--- src/rtl/spi_req_pkg.sv ---
package spi_req_pkg;
  localparam int NUM_FLAGS  = 6;
  localparam int NUM_STICKY = 4;
  localparam int EN_W       = NUM_FLAGS + 1;
  localparam int NUM_ROUTE  = 2;

  // flag / enable bit positions
  localparam int F_FRAME   = 0;
  localparam int F_QEND    = 1;
  localparam int F_TXUF    = 2;
  localparam int F_RXOF    = 3;
  localparam int F_TXROOM  = 4;
  localparam int F_RXDATA  = 5;
  localparam int EN_OVRRUN = 6;

  localparam int RT_TX = 0;
  localparam int RT_RX = 1;

  typedef enum logic [1:0] {
    REG_ENABLE = 2'd0,
    REG_ROUTE  = 2'd1,
    REG_CLEAR  = 2'd2,
    REG_RSVD   = 2'd3
  } reg_addr_e;
endpackage

--- src/rtl/spi_req_cfg.sv ---
module spi_req_cfg
  import spi_req_pkg::*;
(
  input  logic                  clk_i,
  input  logic                  rst_ni,
  input  logic                  wr_en_i,
  input  logic [1:0]            wr_addr_i,
  input  logic [EN_W-1:0]       wr_data_i,
  output logic [EN_W-1:0]       en_o,
  output logic [NUM_ROUTE-1:0]  route_o,
  output logic [NUM_STICKY-1:0] clr_o
);
  logic [EN_W-1:0]      en_q;
  logic [NUM_ROUTE-1:0] route_q;
  reg_addr_e            addr;

  assign addr = reg_addr_e'(wr_addr_i);

  always_ff @(posedge clk_i or negedge rst_ni) begin
    if (!rst_ni) begin
      en_q    <= '0;
      route_q <= '0;
    end else if (wr_en_i) begin
      if (addr == REG_ENABLE) en_q    <= wr_data_i;
      if (addr == REG_ROUTE)  route_q <= wr_data_i[NUM_ROUTE-1:0];
    end
  end

  // write-one-to-clear strobe, one cycle wide
  assign clr_o   = (wr_en_i && addr == REG_CLEAR) ? wr_data_i[NUM_STICKY-1:0] : '0;
  assign en_o    = en_q;
  assign route_o = route_q;
endmodule

--- src/rtl/spi_req_sticky.sv ---
module spi_req_sticky #(
  parameter int N = 4
) (
  input  logic         clk_i,
  input  logic         rst_ni,
  input  logic [N-1:0] set_i,
  input  logic [N-1:0] clr_i,
  output logic [N-1:0] flag_o
);
  for (genvar i = 0; i < N; i++) begin : g_bit
    logic q;
    always_ff @(posedge clk_i or negedge rst_ni) begin
      if (!rst_ni) q <= 1'b0;
      else         q <= set_i[i] | (q & ~clr_i[i]); // set beats clear
    end
    assign flag_o[i] = q;
  end
endmodule

--- src/rtl/spi_req_level.sv ---
module spi_req_level #(
  parameter int DEPTH      = 8,
  parameter bit CHECK_FULL = 1'b1,
  localparam int LVL_W     = $clog2(DEPTH + 1)
) (
  input  logic [LVL_W-1:0] level_i,
  output logic             flag_o
);
  if (CHECK_FULL) begin : g_room
    assign flag_o = level_i < LVL_W'(DEPTH);
  end else begin : g_data
    assign flag_o = level_i != '0;
  end
endmodule

--- src/rtl/spi_req_router.sv ---
module spi_req_router
  import spi_req_pkg::*;
#(
  parameter int TX_DEPTH    = 8,
  parameter int RX_DEPTH    = 8,
  localparam int TX_LVL_W   = $clog2(TX_DEPTH + 1),
  localparam int RX_LVL_W   = $clog2(RX_DEPTH + 1)
) (
  input  logic                 clk_i,
  input  logic                 rst_ni,
  input  logic                 frame_done_i,
  input  logic                 queue_end_i,
  input  logic                 tx_underflow_i,
  input  logic                 rx_overflow_i,
  input  logic [TX_LVL_W-1:0]  tx_level_i,
  input  logic [RX_LVL_W-1:0]  rx_level_i,
  input  logic                 wr_en_i,
  input  logic [1:0]           wr_addr_i,
  input  logic [EN_W-1:0]      wr_data_i,
  output logic [NUM_FLAGS-1:0] flags_o,
  output logic                 irq_o,
  output logic                 tx_dma_req_o,
  output logic                 rx_dma_req_o
);
  logic [EN_W-1:0]       en_q;
  logic [NUM_ROUTE-1:0]  route_q;
  logic [NUM_STICKY-1:0] sticky_set, sticky_clr, sticky_q;
  logic                  tx_room, rx_data, overrun;
  logic                  tx_req, rx_req, sticky_irq;

  spi_req_cfg u_cfg (
    .clk_i, .rst_ni, .wr_en_i, .wr_addr_i, .wr_data_i,
    .en_o(en_q), .route_o(route_q), .clr_o(sticky_clr)
  );

  assign sticky_set[F_FRAME] = frame_done_i;
  assign sticky_set[F_QEND]  = queue_end_i;
  assign sticky_set[F_TXUF]  = tx_underflow_i;
  assign sticky_set[F_RXOF]  = rx_overflow_i;

  spi_req_sticky #(.N(NUM_STICKY)) u_sticky (
    .clk_i, .rst_ni, .set_i(sticky_set), .clr_i(sticky_clr), .flag_o(sticky_q)
  );

  spi_req_level #(.DEPTH(TX_DEPTH), .CHECK_FULL(1'b1)) u_tx_lvl (
    .level_i(tx_level_i), .flag_o(tx_room)
  );
  spi_req_level #(.DEPTH(RX_DEPTH), .CHECK_FULL(1'b0)) u_rx_lvl (
    .level_i(rx_level_i), .flag_o(rx_data)
  );

  assign flags_o = {rx_data, tx_room, sticky_q};
  assign overrun = sticky_q[F_TXUF] | sticky_q[F_RXOF];

  assign tx_req     = tx_room & en_q[F_TXROOM];
  assign rx_req     = rx_data & en_q[F_RXDATA];
  assign sticky_irq = |(sticky_q & en_q[NUM_STICKY-1:0]) | (overrun & en_q[EN_OVRRUN]);

  assign irq_o        = sticky_irq | (tx_req & ~route_q[RT_TX]) | (rx_req & ~route_q[RT_RX]);
  assign tx_dma_req_o = tx_req & route_q[RT_TX];
  assign rx_dma_req_o = rx_req & route_q[RT_RX];
endmodule

--- config.mk ---
export PLATFORM = sky130hd
export DESIGN_NAME = spi_req_router
export DESIGN_NICKNAME = d
export VERILOG_FILES = /design/src/rtl/spi_req_pkg.sv /design/src/rtl/spi_req_cfg.sv /design/src/rtl/spi_req_sticky.sv /design/src/rtl/spi_req_level.sv /design/src/rtl/spi_req_router.sv
export SDC_FILE = /design/constraint.sdc
export NUM_CORES = 1
export LEC_CHECK = 0
export BUFFER_PORTS_ARGS = -buffer_cell sky130_fd_sc_hd__buf_2
export CELL_PAD_IN_SITES_DETAIL_PLACEMENT = 1
export CELL_PAD_IN_SITES_GLOBAL_PLACEMENT = 2
export CORE_MARGIN = 5
export CORE_UTILIZATION = 27
export CTS_CLUSTER_SIZE = 25
export DETAILED_ROUTE_END_ITERATION = 8
export HOLD_SLACK_MARGIN = 0.03
export MAX_ROUTING_LAYER = met4
export PLACE_DENSITY_LB_ADDON = 0.1
export SKIP_CTS_REPAIR_TIMING = 1
export SYNTH_ARGS = -nofsm -noshare
export SYNTH_HDL_FRONTEND = slang
export SYNTH_SLANG_ARGS = --single-unit
export TNS_END_PERCENT = 10
--- constraint.sdc ---
create_clock -name clk_i -period 3.12 [get_ports clk_i]
set_clock_uncertainty 0.2 [all_clocks]
set_input_delay 0.312 -clock clk_i [delete_from_list [all_inputs] [get_ports clk_i]]
set_output_delay 0.312 -clock clk_i [all_outputs]
set_load 0.02 [all_outputs]
# == After elaboration in Yosys (flattened, before gate mapping) ==
# Index checks and enable logic that the tools add are counted.
# classes
eq_ne,2
mux,1
n_reduce_logical,6
bitwise_logic,26
n_lt_le_gt_ge,1
# ops
operator,n
$and A1 B1 Y1,11
$or A1 B1 Y1,8
$not A1 Y1,6
$and A4 B4 Y4,1
$lt A4 B4 Y1 const B,1
$mux W4,1
$reduce_and A2 Y1,2
$reduce_bool A4 Y1,1
$reduce_or A4 Y1,1
$eq A2 B1 Y1 const B,1
$eq A2 B2 Y1 const B,1
$logic_not A2 Y1,1
$logic_and A1 B1 Y1,1
# totals
word_cells,42
inputBits,24
register_bits,13
output_inout_bits,9

# == Longest topological paths before layout ==
# Gate-level depths: netlist of run 1.
# logic_depth
depth_word,6
mapped_depth,3
depth_no_buf,3

# == By module ==
# A second synthesis of run 1 with hierarchy kept.
# unflattened
hier_cells,54
area_unflattened_um2,646.9
# modules_own_cells
mod,instances,seq_area_each_um2,area_per_inst_um2,cells_per_inst
spi_req_cfg,1,225.2,387.9,25
spi_req_sticky,1,100.1,175.2,16
spi_req_router,1,0.0,72.6,11
spi_req_level at u_rx_lvl,1,0.0,7.5,1
spi_req_level at u_tx_lvl,1,0.0,3.8,1

# == Worst setup path before layout of run 1 ==
# No wires, ideal clock.
# synth_timing
path_type,input -> output
start,in rx_level_i[1]
end,out irq_o
arrival_time_ns,1.149
cell_stages,3
n_path_buf,0
required_time_ns,2.608
path_slack_ns,1.459
cell_sequence,or4_4 nand2_1 o2111ai_1
# synth_between
elab_chain_cells,4
# synth_lines
item,line,source
from (decl),spi_req_router.sv:16,"input logic [RX_LVL_W-1:0] rx_level_i,"
$reduce_bool A4 Y1,spi_req_level.sv:12,assign flag_o = level_i != '0;
$and A1 B1 Y1,spi_req_router.sv:56,assign rx_req = rx_data & en_q[F_RXDATA];
$and A1 B1 Y1,spi_req_router.sv:59,assign irq_o = sticky_irq | (tx_req & ~route_q[RT_TX]) | (rx_req & ~route_q[RT_RX]);
$or A1 B1 Y1,spi_req_router.sv:59,
to (decl),spi_req_router.sv:21,"output logic irq_o,"
# No other way between the ends.

# == Worst setup path after layout of run 1 ==
# layout_timing
start,reg u_sticky.g_bit[3].q
end,out irq_o
# layout_between
elab_chain_cells,5
elab_cells_between_ends,7
classes_between,6 x bitwise; 1 x reduce/logical
# layout_lines
item,line,source
from (decl),spi_req_sticky.sv:11,logic q;
from (signal assigned),spi_req_sticky.sv:14,else q <= set_i[i] | (q & ~clr_i[i]);
$and A4 B4 Y4 / $or A1 B1 Y1 (equally long branches),"spi_req_router.sv:57, spi_req_router.sv:53",
$reduce_or A4 Y1 / $and A1 B1 Y1 (equally long branches),spi_req_router.sv:57,assign sticky_irq = |(sticky_q & en_q[NUM_STICKY-1:0]) | (overrun & en_q[EN_OVRRUN]);
$or A1 B1 Y1 (*),spi_req_router.sv:57,
$or A1 B1 Y1 (*) (2 in a row),spi_req_router.sv:59,
# Mark *: on every way between the ends. The rest lies on a longest branch, timed or not.

==> results.yml, run 1 <==
status:
  status: "finished clean"
worst_setup_path:
  cp_top_family: "compound AO/OA/AOI/OAI gates"
  crit_path_start_kind: "register"
  crit_type: "reg2out"
  worstReg2RegEnd: "u_cfg.route_o[1]"
  cp_slowest_stage_delay_ns: 0.41
  critical_path.max_fanout: 4
  r2r_start: "u_cfg.route_o[1]"
  crit_buf_inv: 1
  critical_path_required_ns: 2.61
  r2r_slack_ns: 2.15
  r2r_cells: 1
  cp_cell_sequence: "a22o_1 -> a221oi_1 -> o2111ai_1 -> buf_2"
  arrival_ns: 1.56
  crit_slowest_cell: "dfrtp_1"
  setup.worst_path.end_class: "output port"
sta:
  timing_hold_violations_final: 0
  finalSetupViolCount: 0
  layout_min_cycle_time_ns: 2.071
  fmax_ghz: 0.4828
  tightest_slew_ns: 0.3987
  relSlewSlack: 0.7339
  tns_ns: 0
  period_share: 0.6639
  rsz0062_at_grt: "no"
  drv_slew: 0
place:
  gp_congestion: 0.6463
  portBuffers: 29
  dp.cells: 101
  hpwl_um: 1158
detailed_routing:
  drtPass1Iterations: 2
  drt_iter0_drc: 5
  via_count: 501
  antenna_left: 0
  wl_per_cell_um: 12.86
  drt_wl_total_um: 1415
  vias_per_cell: 4.555
  drc: 0
synth:
  synth.distinct_cells: 16
  syn-cell-area_sq_um: 623.1
  synth_area_per_cell_sq_um: 12.46
  synth_fa_ha_area_frac: 0
  ys_warn_count: 0
  synth_compound_area_frac: 0.09839
  synthCells: 50
  synth_top_family_by_area: "multiplexers"
  synth_xor_area_frac: 0
  synth_seq_cells: 13
  synth-simple-area-share: 0.1325
  ys_seq_area_frac: 0.5221
  synth_mux_area_frac: 0.1627
  syn-num-nets: 74
floorplan:
  rows: 17
  initial_core_util: 0.2817
  io_pins: 33
  fp.dieW_um: 58.04
  die_h_um: 58.04
  core_area_sq_um: 2212
  dieArea_sq_um: 3369
layout:
  drive_gt1_frac: 0.5244
  fin_cells: 110
  syn2layout_area_growth_pct: 33.94
  fillCellCount: 273
  antennaDiodeCount: 0
  nets: 107
grt:
  overflow: 0
  grt_pass1_wl_um: 2208
  grt_util_all_layers: 0.09203
  grt_max_degree: 14
  antenna_found_initial: 0
  grt_pass1_vias: 476
clock_tree:
  clk_latency_ns: 0.27
  htree_levels: 1
  clock_path_buffers: 2
  cts_tree: "built"
  cts.clk_slew.worst_paths_ns: 0.07
  clockRootBuffer: "clkbuf_4"
  numCtsBuffers: 3
  cts_num_sinks: 13
power:
  power_leakage_nw: 0.3833
  powerDensity_nw_per_um2: 464.4
  vdd_drop_max_mv: 0.2636
worst_hold_path:
  whs_endpoint: "u_cfg.en_o[4]"
  min_from: "wr_data_i[4]"
  hold_depth: 2
  holdCritPathClass: "in2reg"
run:
  drv_cap: 0
[how the worst max path moves through the flow]
| stage | slack, ns | endpoint | start | depth (start not counted) |
|---|---|---|---|---|
| 5_1_grt | 0.96 | irq_o | u_sticky.g_bit[3].q | 4 |
| 3_5_place_dp | 1.30 | irq_o | rx_level_i[1] | 5 |
| 4_1_cts | 1.03 | irq_o | u_sticky.g_bit[3].q | 4 |
| 2_1_floorplan | 1.46 | irq_o | rx_level_i[1] | 3 |
| 3_3_place_gp | 1.30 | irq_o | rx_level_i[1] | 5 |
| 6_report | 1.05 | irq_o | u_sticky.g_bit[3].q | 4 |
[power by group]
group          internal, mW  switching (mW)  total (mW)  leakage [nW]
combinational        0.0455          0.0355      0.0810         0.225
sequential            0.192          0.0141       0.206         0.143
clock                0.0495          0.0505       0.100        0.0150
total                 0.287           0.100       0.388         0.383
[state kept, by name, summed over array words and instances (netlist names)]
signal / flops
u_cfg.en_o: 7
u_sticky.g_bit.q: 4
u_cfg.route_o: 2
[routing by layer]
layer | track usage | part of all wire
met1 | 0.09634 | 0.39
met2 | 0.1435 | 0.49
met3 | 0.05568 | 0.11
met4 | 0.02980 | 0.011
met5 | - | 0
[kinds of logic (layout without fill, tap and decap cells)]
logic type / Yosys count / after routing
AO/OA/AOI/OAI: 8 / 8
buffers and inverters: 8 / 40
flip-flops: 13 / 13
multiplexers: 9 / 9
AND/OR/NAND/NOR: 12 / 12
[stage by stage]
step / utilization / power, mW / hold slack [ns] / setup WS, ns / area [sq um]
floorplan: - / 0.2570 / -0.1836 / 1.459 / 623.1
global placement: 0.3428 / 0.2865 / 0.02076 / 1.305 / 758.2
detailed placement: 0.3428 / 0.2883 / 0.01543 / 1.300 / 758.2
CTS: 0.3546 / 0.3936 / -0.2890 / 1.034 / 784.5
global route: 0.3773 / 0.4178 / 0.05485 / 0.9575 / 834.6
finish: 0.3773 / 0.3875 / 0.07085 / 1.049 / 834.6
[synth_stat cells (all sizes together)]
cell type | count | area (sq um)
nand2 | 5 | 18.77
a21o | 4 | 30.03
and3b | 1 | 8.760
nand3 | 1 | 5.000
mux2 | 9 | 101.4
inv | 2 | 7.510
a22o | 1 | 8.760
o21ai | 1 | 5.000
a221oi | 1 | 8.760
buf | 6 | 45.04
and3 | 2 | 12.51
o2111ai | 1 | 8.760
dfrtp | 13 | 325.3
or4 | 1 | 11.26
nand3b | 1 | 7.510
nor3b | 1 | 18.77
[final cells by class]
class                           count  area, sq um  share of cell area
Timing Repair Buffer               34        195.2              0.2339
Multi-Input combinational cell     29        245.2              0.2939
Clock buffer                        4        26.28             0.03148
Sequential cell                    13        325.3              0.3898
Inverter                            2        7.507            0.008996
Tap cell                           28        35.03             0.04198
[cells in the final DEF (no fill, tap or decap), types with 2 or more instances in the layout]
cell type       n
buf_2          29
dfrtp_1        13
mux2_2          9
nand2_1         5
dlygate4sd3_1   5
a21o_1          4
clkbuf_4        3
inv_1           2
and3_1          2
No activity file was read; power rests on OpenSTA's default activity.
==> run 2: changes to the inputs <==
CORE_UTILIZATION = 23   (was 27)
clock period = 1.7 ns   (was 3.12 ns; I/O delays follow)
==> results.yml, run 2 (synthesized netlist as in run 1, its figures left out) <==
status:
  status: "finished, violations left"
  violations: "negative setup slack"
floorplan:
  rows: 18
  dieArea_sq_um: 3850
  die_h_um: 62.05
  core_area_sq_um: 2545
  io_pins: 33
  initial_core_util: 0.2448
  fp.dieW_um: 62.05
detailed_routing:
  wl_per_cell_um: 12.69
  drt_wl_total_um: 1586
  drtPass1Iterations: 4
  antenna_left: 0
  via_count: 546
  drc: 0
  vias_per_cell: 4.368
  drt_iter0_drc: 6
layout:
  drive_gt1_frac: 0.4842
  fillCellCount: 296
  layout_commonest_cell: "buf_2"
  antennaDiodeCount: 0
  largest_register_ffs: 7
  final_core_util: 0.3815
  nets: 120
  fin_cells: 125
  final_cell_mix: "28 x buf_2, 16 x dlygate4sd3_1, 13 x dfrtp_1"
  syn2layout_area_growth_pct: 55.82
  final_area_sq_um: 970.9
grt:
  grt_util_all_layers: 0.08337
  grt_pass1_wl_um: 2152
  grt_pass1_vias: 481
  antenna_found_initial: 0
  overflow: 0
  grt_max_degree: 14
sta:
  tns_ns: -0.06473
  timing_hold_violations_final: 0
  tightest_slew_ns: 0.4082
  layout_min_cycle_time_ns: 1.765
  rsz0062_at_grt: "yes"
  worst_hold_slack_ns: 0.1139
  relSlewSlack: 0.7276
  fmax_ghz: 0.5667
  finalSetupViolCount: 1
  drv_slew: 0
  period_share: 1.038
  fin_ws_ns: -0.06473
place:
  portBuffers: 29
  preCtsSetupSlack_ns: 0.1163
  gp_congestion: 0.5848
  hpwl_um: 1193
  dp.cells: 105
  placed_area_sq_um: 775.7
run:
  drv_cap: 0
clock_tree:
  cts.clk_slew.worst_paths_ns: 0.07
  clockRootBuffer: "clkbuf_4"
  cts_tree: "built"
  clk_latency_ns: 0.27
  htree_levels: 1
  clock_path_buffers: 2
  numCtsBuffers: 3
  cts_num_sinks: 13
worst_setup_path:
  crit_type: "reg2out"
  cp_slowest_stage_delay_ns: 0.38
  critical_path.max_fanout: 2
  cp_cell_sequence: "a22o_1 -> a221oi_2 -> o2111ai_1 -> buf_4"
  setup.worst_path.end_class: "output port"
  crit_slowest_cell: "dfrtp_1"
  arrival_ns: 1.39
  critical_path_required_ns: 1.33
  crit_buf_inv: 1
  crit_path_start_kind: "register"
  cp_top_family: "compound AO/OA/AOI/OAI gates"
power:
  power_leakage_nw: 0.4307
  powerDensity_nw_per_um2: 759.3
  finalPower_uw: 737.2
  vdd_drop_max_mv: 0.5115
worst_hold_path:
  holdCritPathClass: "in2async"
run 2: worst paths after layout:
kind | start | to | slack [ns] | depth (start not counted)
worst max-delay path | u_cfg.en_o[3] | irq_o | -0.06 | 4
worst min-delay path | rst_ni | u_sticky.g_bit[3].q | 0.11 | 2
worst max register to register | u_sticky.g_bit[3].q | u_sticky.g_bit[3].q | 0.18 | 3
worst min register to register | u_cfg.en_o[2] | u_cfg.en_o[2] | 0.31 | 1
max in group asynchronous | rst_ni | u_cfg.en_o[2] | 0.96 | 2
min in group clk_i | wr_en_i | u_cfg.route_o[1] | 0.12 | 3
run 2: layer usage:
| metal | vias to the layer above | global-route usage | wire, um |
|---|---|---|---|
| met5 | - | - | 0 |
| met1 | 264 | 0.08999 | 617 |
| met4 | 0 | 0.01818 | 0 |
| met2 | 18 | 0.1361 | 819 |
| li1 | 264 | - | - |
| met3 | 0 | 0.04339 | 150 |
run 2: layout make-up:
class / count / area (sq um) / share of cell area
clock buffer: 4 / 26.28 / 0.02706
multi-input combinational: 29 / 251.5 / 0.2590
inverter: 2 / 7.507 / 0.007732
timing repair buffer: 47 / 322.8 / 0.3325
sequential: 13 / 325.3 / 0.3351
tap: 30 / 37.54 / 0.03866
run 2: worst register-to-register path: cells and delay by family (launching register included):
kind	cells	cell delay, ns
AOI/OAI and AO/OA	1	0.14
buffers and inverters	2	0.68
DFF	1	0.39
run 2: report_power, final:
part / leakage [nW] / switching [mW] / internal [mW]
logic: 0.273 / 0.0707 / 0.102
clock network: 0.0150 / 0.0937 / 0.0908
registers: 0.143 / 0.0267 / 0.353
total: 0.431 / 0.191 / 0.546
==> run 3: changes to the inputs <==
RECOVER_POWER = 25   (was unset)
clock period = 1.6 ns   (was 1.7 ns; I/O delays follow)
==> results.yml, run 3 (synthesized netlist as in run 1, its figures left out) <==
place:
  portBuffers: 29
  hpwl_um: 1230
  placed_area_sq_um: 783.3
  gp_congestion: 0.5814
grt:
  use_met2: 0.1494
  overflow: 0
  grt_util_all_layers: 0.08911
  met1_usage: 0.09898
  grt_max_degree: 14
  grt_busiest_layer: "met2"
  grt_pass1_vias: 535
  grt_use_met3: 0.02479
  antenna_found_initial: 0
  grt_pass1_wl_um: 2380
power:
  power_leakage_nw: 0.4332
  powerDensity_nw_per_um2: 813.0
  vdd_drop_max_mv: 0.4395
clock_tree:
  cts.clk_slew.worst_paths_ns: 0.08
  clockRootBuffer: "clkbuf_4"
  clk_latency_ns: 0.28
  clock_path_buffers: 2
  htree_levels: 1
  cts_tree: "built"
  cts_num_sinks: 13
  numCtsBuffers: 3
worst_setup_path:
  setup.worst_path.end_class: "output port"
  crit_type: "reg2out"
  r2r_start: "u_sticky.g_bit[2].q"
  crit_path_start_kind: "register"
  cp_slowest_stage_delay_ns: 0.38
  worstReg2RegEnd: "u_sticky.g_bit[2].q"
  crit_buf_inv: 1
  cp_cell_sequence: "a22o_1 -> a221oi_2 -> o2111ai_1 -> buf_4"
  r2r_cells: 3
  cp_top_family: "compound AO/OA/AOI/OAI gates"
  crit_slowest_cell: "dfrtp_1"
  arrival_ns: 1.40
  critical_path_required_ns: 1.24
  r2r_slack_ns: 0.07
  critical_path.max_fanout: 2
detailed_routing:
  wl_per_cell_um: 12.67
  via_count: 551
  drtPass1Iterations: 2
  drc: 0
  vias_per_cell: 4.373
  antenna_left: 0
  drt_wl_total_um: 1597
  drt_iter0_drc: 6
layout:
  nets: 121
  layout_commonest_cell: "buf_2"
  syn2layout_area_growth_pct: 56.83
  fillCellCount: 299
  final_area_sq_um: 977.2
  largest_register_ffs: 7
  drive_gt1_frac: 0.4792
  antennaDiodeCount: 0
  final_cell_mix: "27 x buf_2, 16 x dlygate4sd3_1, 13 x dfrtp_1"
  multi_input_area_sq_um: 251.5
  regArea_sq_um: 325.3
run:
  drv_cap: 0
sta:
  fin_ws_ns: -0.1581
  fmax_ghz: 0.5688
  layout_min_cycle_time_ns: 1.758
  period_share: 1.099
  drv_slew: 0
  worst_hold_slack_ns: 0.09901
  rsz0062_at_grt: "yes"
  timing_hold_violations_final: 0
  relSlewSlack: 0.5273
  tightest_slew_ns: 0.7090
  finalSetupViolCount: 1
floorplan:
  rows: 18
  fp.dieW_um: 62.05
  initial_core_util: 0.2448
  dieArea_sq_um: 3850
  io_pins: 33
  core_area_sq_um: 2545
  die_h_um: 62.05
worst_hold_path:
  holdCritPathClass: "in2reg"
  hold_depth: 3
  whs_endpoint: "u_cfg.route_o[0]"
  min_from: "wr_en_i"
status:
  violations: "negative setup slack"
  status: "finished, violations left"
## run 3: changes by cell type in the layout (fill, tap and decap cells not counted)
| cell | before | now |
|---|---|---|
| buf_2 | 28 | 27 |
| buf_4 | 3 | 4 |
| clkbuf_1 | 1 | 2 |
## run 3: routing by layer
layer / wire length [um] / share of wire
met1: 685 / 0.43
met2: 770 / 0.48
met3: 117 / 0.073
met4: 23 / 0.014
met5: 0 / 0
## run 3: area by class of cell
type / instances / area share
timing repair buffer: 48 / 0.3367
clock buffer: 4 / 0.02689
tap: 30 / 0.03841
inverter: 2 / 0.007682
sequential: 13 / 0.3329
multi-input combinational: 29 / 0.2574
## run 3: report_power, final
part	total [mW]	leakage [nW]	switching (mW)	internal (mW)
sequential	0.404	0.143	0.0288	0.375
clock	0.206	0.0150	0.110	0.0967
combinational	0.184	0.275	0.0746	0.110
total	0.794	0.433	0.213	0.581
## run 3: worst register-to-register path, stage by stage, from the launching register on
cell and delay, ns:
dfrtp_1 0.38, buf_4 0.14, a21o_1 0.14, dlygate4sd3_1 0.55
## run 3: through the flow
step	setup TNS [ns]	utilization	setup WS, ns	instances	total power, mW
final	-0.1581	0.3840	-0.1581	126	0.7945
after global routing	-0.2552	0.3840	-0.2552	126	0.8533
after CTS	-0.2871	0.3181	-0.2871	110	0.7774
after detailed placement	0	0.3078	0.03805	106	0.5667
after global placement	0	0.3078	0.02517	106	0.5633
after floorplan	0	-	0.1511	50	0.5011
## run 3: worst max path at each step
stage	startpoint	to	slack, ns	cells after the start
after floorplan	u_sticky.g_bit[3].q	irq_o	0.15	3
after global placement	u_sticky.g_bit[3].q	irq_o	0.03	4
after detailed placement	u_sticky.g_bit[3].q	irq_o	0.04	4
after CTS	u_sticky.g_bit[3].q	irq_o	-0.29	4
after global routing	u_cfg.en_o[3]	irq_o	-0.26	4
final	u_cfg.en_o[3]	irq_o	-0.16	4
